## src/rtl/dlport_pkg.sv

```systemverilog
package dlport_pkg;

    localparam int WORD_W = 32;
    localparam int MODE_W = 8;
    localparam int BYTE_W = 8;
    localparam int PAD_W  = 2;
    localparam int ADDR_W = 14;
    localparam int SIZE_W = PAD_W + ADDR_W;

    localparam logic [MODE_W-1:0] MODE_UPLOAD   = 8'h0F;
    localparam logic [MODE_W-1:0] MODE_LOADED   = 8'h03;
    localparam logic [MODE_W-1:0] MODE_VERIFIED = 8'h13;

    typedef struct packed {
        logic [MODE_W-1:0] mode;
        logic [BYTE_W-1:0] data;
        logic [PAD_W-1:0]  pad;
        logic [ADDR_W-1:0] addr;
    } dl_word_t;

    typedef enum logic [1:0] {
        KIND_OTHER,
        KIND_UPLOAD,
        KIND_LOADED,
        KIND_VERIFIED
    } dl_kind_e;

    function automatic dl_kind_e classify(input logic [MODE_W-1:0] m);
        case (m)
            MODE_UPLOAD:   return KIND_UPLOAD;
            MODE_LOADED:   return KIND_LOADED;
            MODE_VERIFIED: return KIND_VERIFIED;
            default:       return KIND_OTHER;
        endcase
    endfunction

    function automatic logic [ADDR_W-1:0] ptr_step(input logic [ADDR_W-1:0] p);
        return p + ADDR_W'(1);
    endfunction

endpackage

```

## src/rtl/dlport_mode_ctrl.sv

```systemverilog
module dlport_mode_ctrl
    import dlport_pkg::*;
(
    input  logic              clk,
    input  logic              rst,
    input  logic              wr_en,
    input  logic [MODE_W-1:0] wr_mode,
    input  logic [SIZE_W-1:0] wr_low,
    output logic [MODE_W-1:0] mode_q,
    output logic [PAD_W-1:0]  pad_q,
    output logic [SIZE_W-1:0] size_q,
    output logic              done_q,
    output logic              verified_q,
    output logic              in_upload,
    output logic              hold_core
);

    dl_kind_e wr_kind;
    dl_kind_e cur_kind;

    always_comb begin
        wr_kind  = classify(wr_mode);
        cur_kind = classify(mode_q);
    end

    always_ff @(posedge clk) begin
        if (rst) begin
            mode_q     <= '0;
            pad_q      <= '0;
            size_q     <= '0;
            done_q     <= 1'b0;
            verified_q <= 1'b0;
        end else if (wr_en) begin
            mode_q <= wr_mode;
            case (wr_kind)
                KIND_UPLOAD: begin
                    pad_q      <= wr_low[SIZE_W-1 -: PAD_W];
                    done_q     <= 1'b0;
                    verified_q <= 1'b0;
                end
                KIND_LOADED: begin
                    size_q     <= wr_low;
                    done_q     <= 1'b1;
                    verified_q <= 1'b0;
                end
                KIND_VERIFIED: begin
                    size_q     <= wr_low;
                    done_q     <= 1'b1;
                    verified_q <= 1'b1;
                end
                default: begin
                end
            endcase
        end
    end

    always_comb begin
        in_upload = (cur_kind == KIND_UPLOAD);
        hold_core = (cur_kind != KIND_VERIFIED);
    end

endmodule

```

## src/rtl/dlport_rd_ptr.sv

```systemverilog
module dlport_rd_ptr
    import dlport_pkg::*;
(
    input  logic              clk,
    input  logic              rst,
    input  logic              load,
    input  logic [ADDR_W-1:0] load_addr,
    input  logic              advance,
    output logic [ADDR_W-1:0] ptr_q
);

    always_ff @(posedge clk) begin
        if (rst) begin
            ptr_q <= '0;
        end else if (load) begin
            ptr_q <= load_addr;
        end else if (advance) begin
            ptr_q <= ptr_step(ptr_q);
        end
    end

endmodule

```

## src/rtl/dlport_rdback.sv

```systemverilog
module dlport_rdback
    import dlport_pkg::*;
(
    input  logic              clk,
    input  logic              rst,
    input  logic              fire,
    input  logic              in_upload,
    input  logic [MODE_W-1:0] mode_q,
    input  logic [BYTE_W-1:0] mem_byte,
    input  logic [PAD_W-1:0]  pad_q,
    input  logic [ADDR_W-1:0] ptr_q,
    input  logic [SIZE_W-1:0] size_q,
    output logic [WORD_W-1:0] rdata_q
);

    dl_word_t nxt;

    always_comb begin
        nxt.mode = mode_q;
        if (in_upload) begin
            nxt.data = mem_byte;
            nxt.pad  = pad_q;
            nxt.addr = ptr_q;
        end else begin
            nxt.data = '0;
            {nxt.pad, nxt.addr} = size_q;
        end
    end

    always_ff @(posedge clk) begin
        if (rst) begin
            rdata_q <= '0;
        end else if (fire) begin
            rdata_q <= nxt;
        end
    end

endmodule

```

## src/rtl/dlport_top.sv

```systemverilog
module dlport_top
    import dlport_pkg::*;
(
    input  logic              clk,
    input  logic              rst,
    input  logic              wr_en,
    input  logic              rd_en,
    input  logic [WORD_W-1:0] wdata,
    output logic [WORD_W-1:0] rdata,
    output logic              mem_we,
    output logic [ADDR_W-1:0] mem_addr,
    output logic [BYTE_W-1:0] mem_wdata,
    input  logic [BYTE_W-1:0] mem_rdata,
    output logic              core_rst,
    output logic              upload_mode,
    output logic              load_done,
    output logic              load_verified
);

    dl_word_t          wword;
    logic [MODE_W-1:0] mode_q;
    logic [PAD_W-1:0]  pad_q;
    logic [SIZE_W-1:0] size_q;
    logic [ADDR_W-1:0] ptr_q;
    logic              in_upload;
    logic              up_write;
    logic              rd_fire;

    always_comb begin
        wword    = dl_word_t'(wdata);
        up_write = wr_en && (classify(wword.mode) == KIND_UPLOAD);
        rd_fire  = rd_en && !wr_en;
    end

    dlport_mode_ctrl u_mode (
        .clk        (clk),
        .rst        (rst),
        .wr_en      (wr_en),
        .wr_mode    (wword.mode),
        .wr_low     ({wword.pad, wword.addr}),
        .mode_q     (mode_q),
        .pad_q      (pad_q),
        .size_q     (size_q),
        .done_q     (load_done),
        .verified_q (load_verified),
        .in_upload  (in_upload),
        .hold_core  (core_rst)
    );

    dlport_rd_ptr u_ptr (
        .clk       (clk),
        .rst       (rst),
        .load      (up_write),
        .load_addr (wword.addr),
        .advance   (rd_fire && in_upload),
        .ptr_q     (ptr_q)
    );

    dlport_rdback u_rd (
        .clk       (clk),
        .rst       (rst),
        .fire      (rd_fire),
        .in_upload (in_upload),
        .mode_q    (mode_q),
        .mem_byte  (mem_rdata),
        .pad_q     (pad_q),
        .ptr_q     (ptr_q),
        .size_q    (size_q),
        .rdata_q   (rdata)
    );

    always_comb begin
        mem_we      = up_write;
        mem_addr    = up_write ? wword.addr : ptr_q;
        mem_wdata   = wword.data;
        upload_mode = in_upload;
    end

endmodule

```

## config.mk

```make
export PLATFORM = sky130hd
export DESIGN_NAME = dlport_top
export DESIGN_NICKNAME = d
export VERILOG_FILES = /design/src/rtl/dlport_pkg.sv /design/src/rtl/dlport_mode_ctrl.sv /design/src/rtl/dlport_rd_ptr.sv /design/src/rtl/dlport_rdback.sv /design/src/rtl/dlport_top.sv
export SDC_FILE = /design/constraint.sdc
export NUM_CORES = 1
export LEC_CHECK = 0
export ABC_AREA = 1
export BUFFER_PORTS_ARGS = -buffer_cell sky130_fd_sc_hd__buf_2
export CORE_MARGIN = 4
export CORE_UTILIZATION = 47
export CTS_CLUSTER_SIZE = 8
export DETAILED_ROUTE_END_ITERATION = 8
export PLACE_DENSITY = 0.83
export SLEW_MARGIN = 20
export SYNTH_ARGS = -nofsm -noshare
export SYNTH_HDL_FRONTEND = slang
export SYNTH_SLANG_ARGS = --single-unit
```

## constraint.sdc

```tcl
create_clock -name clk -period 1.3 [get_ports clk]
set_input_delay 0.065 -clock clk [delete_from_list [all_inputs] [get_ports clk]]
set_output_delay 0.065 -clock clk [all_outputs]
set_load 0.1 [all_outputs]
```

==> results.yml <==
grt:
  grt_usage_pct: 28.25
  grt_max_degree: 42
  grtUsageMet2_pct: 48.80
  grt_use_met1_pct: 32.78
  grt_pass1_wl_mm: 19.64
  met3_usage_pct: 6.630
  antenna_found_initial: 0
  grt-ovfl-total: 0
  grt-busiest-layer: "met2"
  grt_pass1_vias: 4095
cts:
  clock_path_buffers: 2
  clock-sinks: 74
  cts-root-buf: "clkbuf_8"
  numCtsBuffers: 9
  h-tree-depth: 3
  cts.clk_slew.worst_paths_ps: 80
  cts_tree: "done"
  clock_latency_ps: 360
synth:
  syn-instance-count: 511
  synth_top_area_share_pct: 41.27
  synthesis.nets: 556
  syn_area_um2: 3590
  syn_avg_cell_area_um2: 7.025
  ys_types: 32
  yosys.area_share.simple_pct: 27.85
  ys_seq_area_share_pct: 41.27
  synthXorXnorAreaFrac_pct: 2.196
  yosys_warnings: 0
  synthTopCellsByArea: "dfxtp_1 41%, nand2_1 12%, nor2_1 7.3%, o21ai_0 7.2%, a21oi_1 4.9%"
  ys_ff_latch: 74
  synthAdderAreaFrac_pct: 0.3486
  synthMuxAreaShare_pct: 0
  synth_largest_area_cell: "dfxtp_1"
  synth_top_family_by_area: "simple AND/OR/NAND/NOR gates"
  synth-compound-area-share_pct: 17.39
power_and_ir_drop:
  p_int_uw: 3827
  vdd_drop_max_mv: 0.6471
  clock_power_share_pct: 39.6
  finalPower_uw: 5420
  combPwrFrac_pct: 16.6
  p_seq_share_pct: 43.8
  p_leak_uw: 0.002723
  p_per_area_nw_per_um2: 911.7
  power_switching_uw: 1592
  power.switching_fraction_pct: 29.38
detailed_routing:
  wl_per_cell_um: 19.42
  vias_per_cell: 5.829
  routed_wl_mm: 14.90
  vias: 4471
  drtIter0Drc: 539
  route.detailed.drc: 0
  ant_nets: 0
  drt-pass1-iter-count: 6
floorplan:
  dieWidth_um: 95.40
  die-area_um2: 9100
  start_util_pct: 48.97
  row_count: 31
  core-area_um2: 7331
  pin_count: 103
  die_h_um: 95.40
critical_path:
  critical_path.slowest_cell: "dfxtp_2"
  crit_path_end_kind: "flop"
  critPathMaxFanout: 8
  worstSetupPathType: "flop to flop"
  path_cells: "nor2_4, nand2_1, nor2_2, nand2_4, buf_6, nor2_8, inv_8, nand2_8, inv_6, nor2_1, nor2_1"
  cp.buffers_inverters: 3
  cp_common_cell: "nor2_1"
  cp-start-kind: "flop"
  max_stage_delay_ps: 340
  cp_top_family: "simple AND/OR/NAND/NOR gates"
  required_ps: 1560
  crit_arrival_ps: 1840
timing:
  timing.setup.tns_ps: -7884
  fmax_mhz: 634.1
  skew_ps: 9.918
  min_period_ps: 1577
  tightest_slew_ps: 510.3
  period_share_pct: 121.3
  drv_slew: 0
  hold_violations: 0
  finalSetupViolCount: 52
  fin_ws_ps: -277.0
  maxSlewHeadroom_pct: 65.93
  rsz0062_at_grt: "yes"
layout:
  fill_cells: 381
  instances_no_fill: 767
  post-route-util_pct: 81.09
  n_antenna_cell: 0
  nets: 708
  final_cell_mix: "79 x nand2_1, 67 x buf_2, 65 x nor2_1"
  drive_above_1_share_pct: 45.06
  final_common_cell: "nand2_1"
  area_growth_pct: 65.60
flow_run:
  maxCapViolCount: 0
hold_path:
  holdCritPathClass: "input pin to flop"
place:
  gp_congestion: 0.8993
  port-buffer-count: 86
  place_hpwl_mm: 7.654
  placed_cells: 711
run_status:
  status: "finished with violations"
  violations: "negative setup slack"
[flip-flops by register name (all words and copies together), names as in the netlist]
name               flops
u_mode.done_q          1
u_mode.mode_q          8
u_mode.pad_q           2
u_mode.size_q         16
u_mode.verified_q      1
u_ptr.ptr_q           14
u_rd.rdata_q          32
[logic make-up after synthesis]
kind of cell | count (synthesis)
xor+xnor | 9
flops | 74
compound gates | 114
fa+ha+maj | 1
buf+inv | 82
simple gates | 231
[through the flow]
stage	hold WS, ps	area (um^2)	setup WS, ps
final	24.80	5944	-277.0
after floorplan	199.9	3762	-169.7
after CTS	1.127	5505	-191.8
after detailed placement	130.7	4781	-86.43
after global routing	46.50	5944	-358.7
after global placement	130.7	4781	-37.89
[cell type report]
class,instances,area (um^2),share of cell area (%)
inverters,50,232.7,3.915
flip-flops and latches,74,1504,25.30
multi-input cells,355,2248,37.82
well taps,99,123.9,2.084
clock inverters,4,72.57,1.221
repair inverters,1,16.27,0.2736
clock buffers,12,165.2,2.778
repair buffers,172,1582,26.60
[power groups by stage]
stage / clock (uW) / sequential [uW] / combinational (uW)
6_report: 2150 / 2370 / 898
5_1_grt: 2270 / 2380 / 940
3_3_place_gp: 0 / 2420 / 747
4_1_cts: 2130 / 2370 / 829
3_5_place_dp: 0 / 2420 / 757
2_1_floorplan: 0 / 2730 / 334
[layer usage]
metal | vias up | wire, um
li1 | 1942 | -
met4 | 0 | 928
met3 | 97 | 1432
met2 | 356 | 7320
met1 | 2076 | 5217
met5 | - | 0
[worst reg2reg max path: stages (launching register included)]
cell     delay (ps)
dfxtp_2         340
nor2_4          110
nand2_1          80
nor2_2          140
nand2_4          90
buf_6           140
nor2_8          150
inv_8            70
nand2_8         100
inv_6            60
nor2_1          120
nor2_1           70
[synth_stat cells (all sizes together)]
cell and n:
nand4 6, o211ai 17, a21oi 35, xnor2 3
nor2 78, xor2 6, clkinv 1, o21ai 62
nand2 123, clkbuf 7, nor3 3, nand3 20
ha 1, buf 25, dfxtp 74, inv 49
nor4 1
[what timing repair did]
action,in CTS,in global routing
hold buffers,16,0
pin swaps,12,29
gates resized for setup,50,112
endpoints found under the hold margin,18,0
buffers inserted,17,5
endpoints found under the setup margin,47,54
cloned,3,1
[path summary, 6_finish.rpt]
path	start	slack (ps)	endpoint	cells past startpoint
setup / recovery	u_mode.mode_q[7]	-280	u_ptr.ptr_q[6]	11
hold / removal	wdata[4]	20	u_mode.size_q[4]	3
setup reg to reg	u_mode.mode_q[7]	-280	u_ptr.ptr_q[6]	11
hold reg to reg	u_rd.rdata_q[22]	470	u_rd.rdata_q[22]	2
Note: power is estimated with default switching activity, not from simulation.
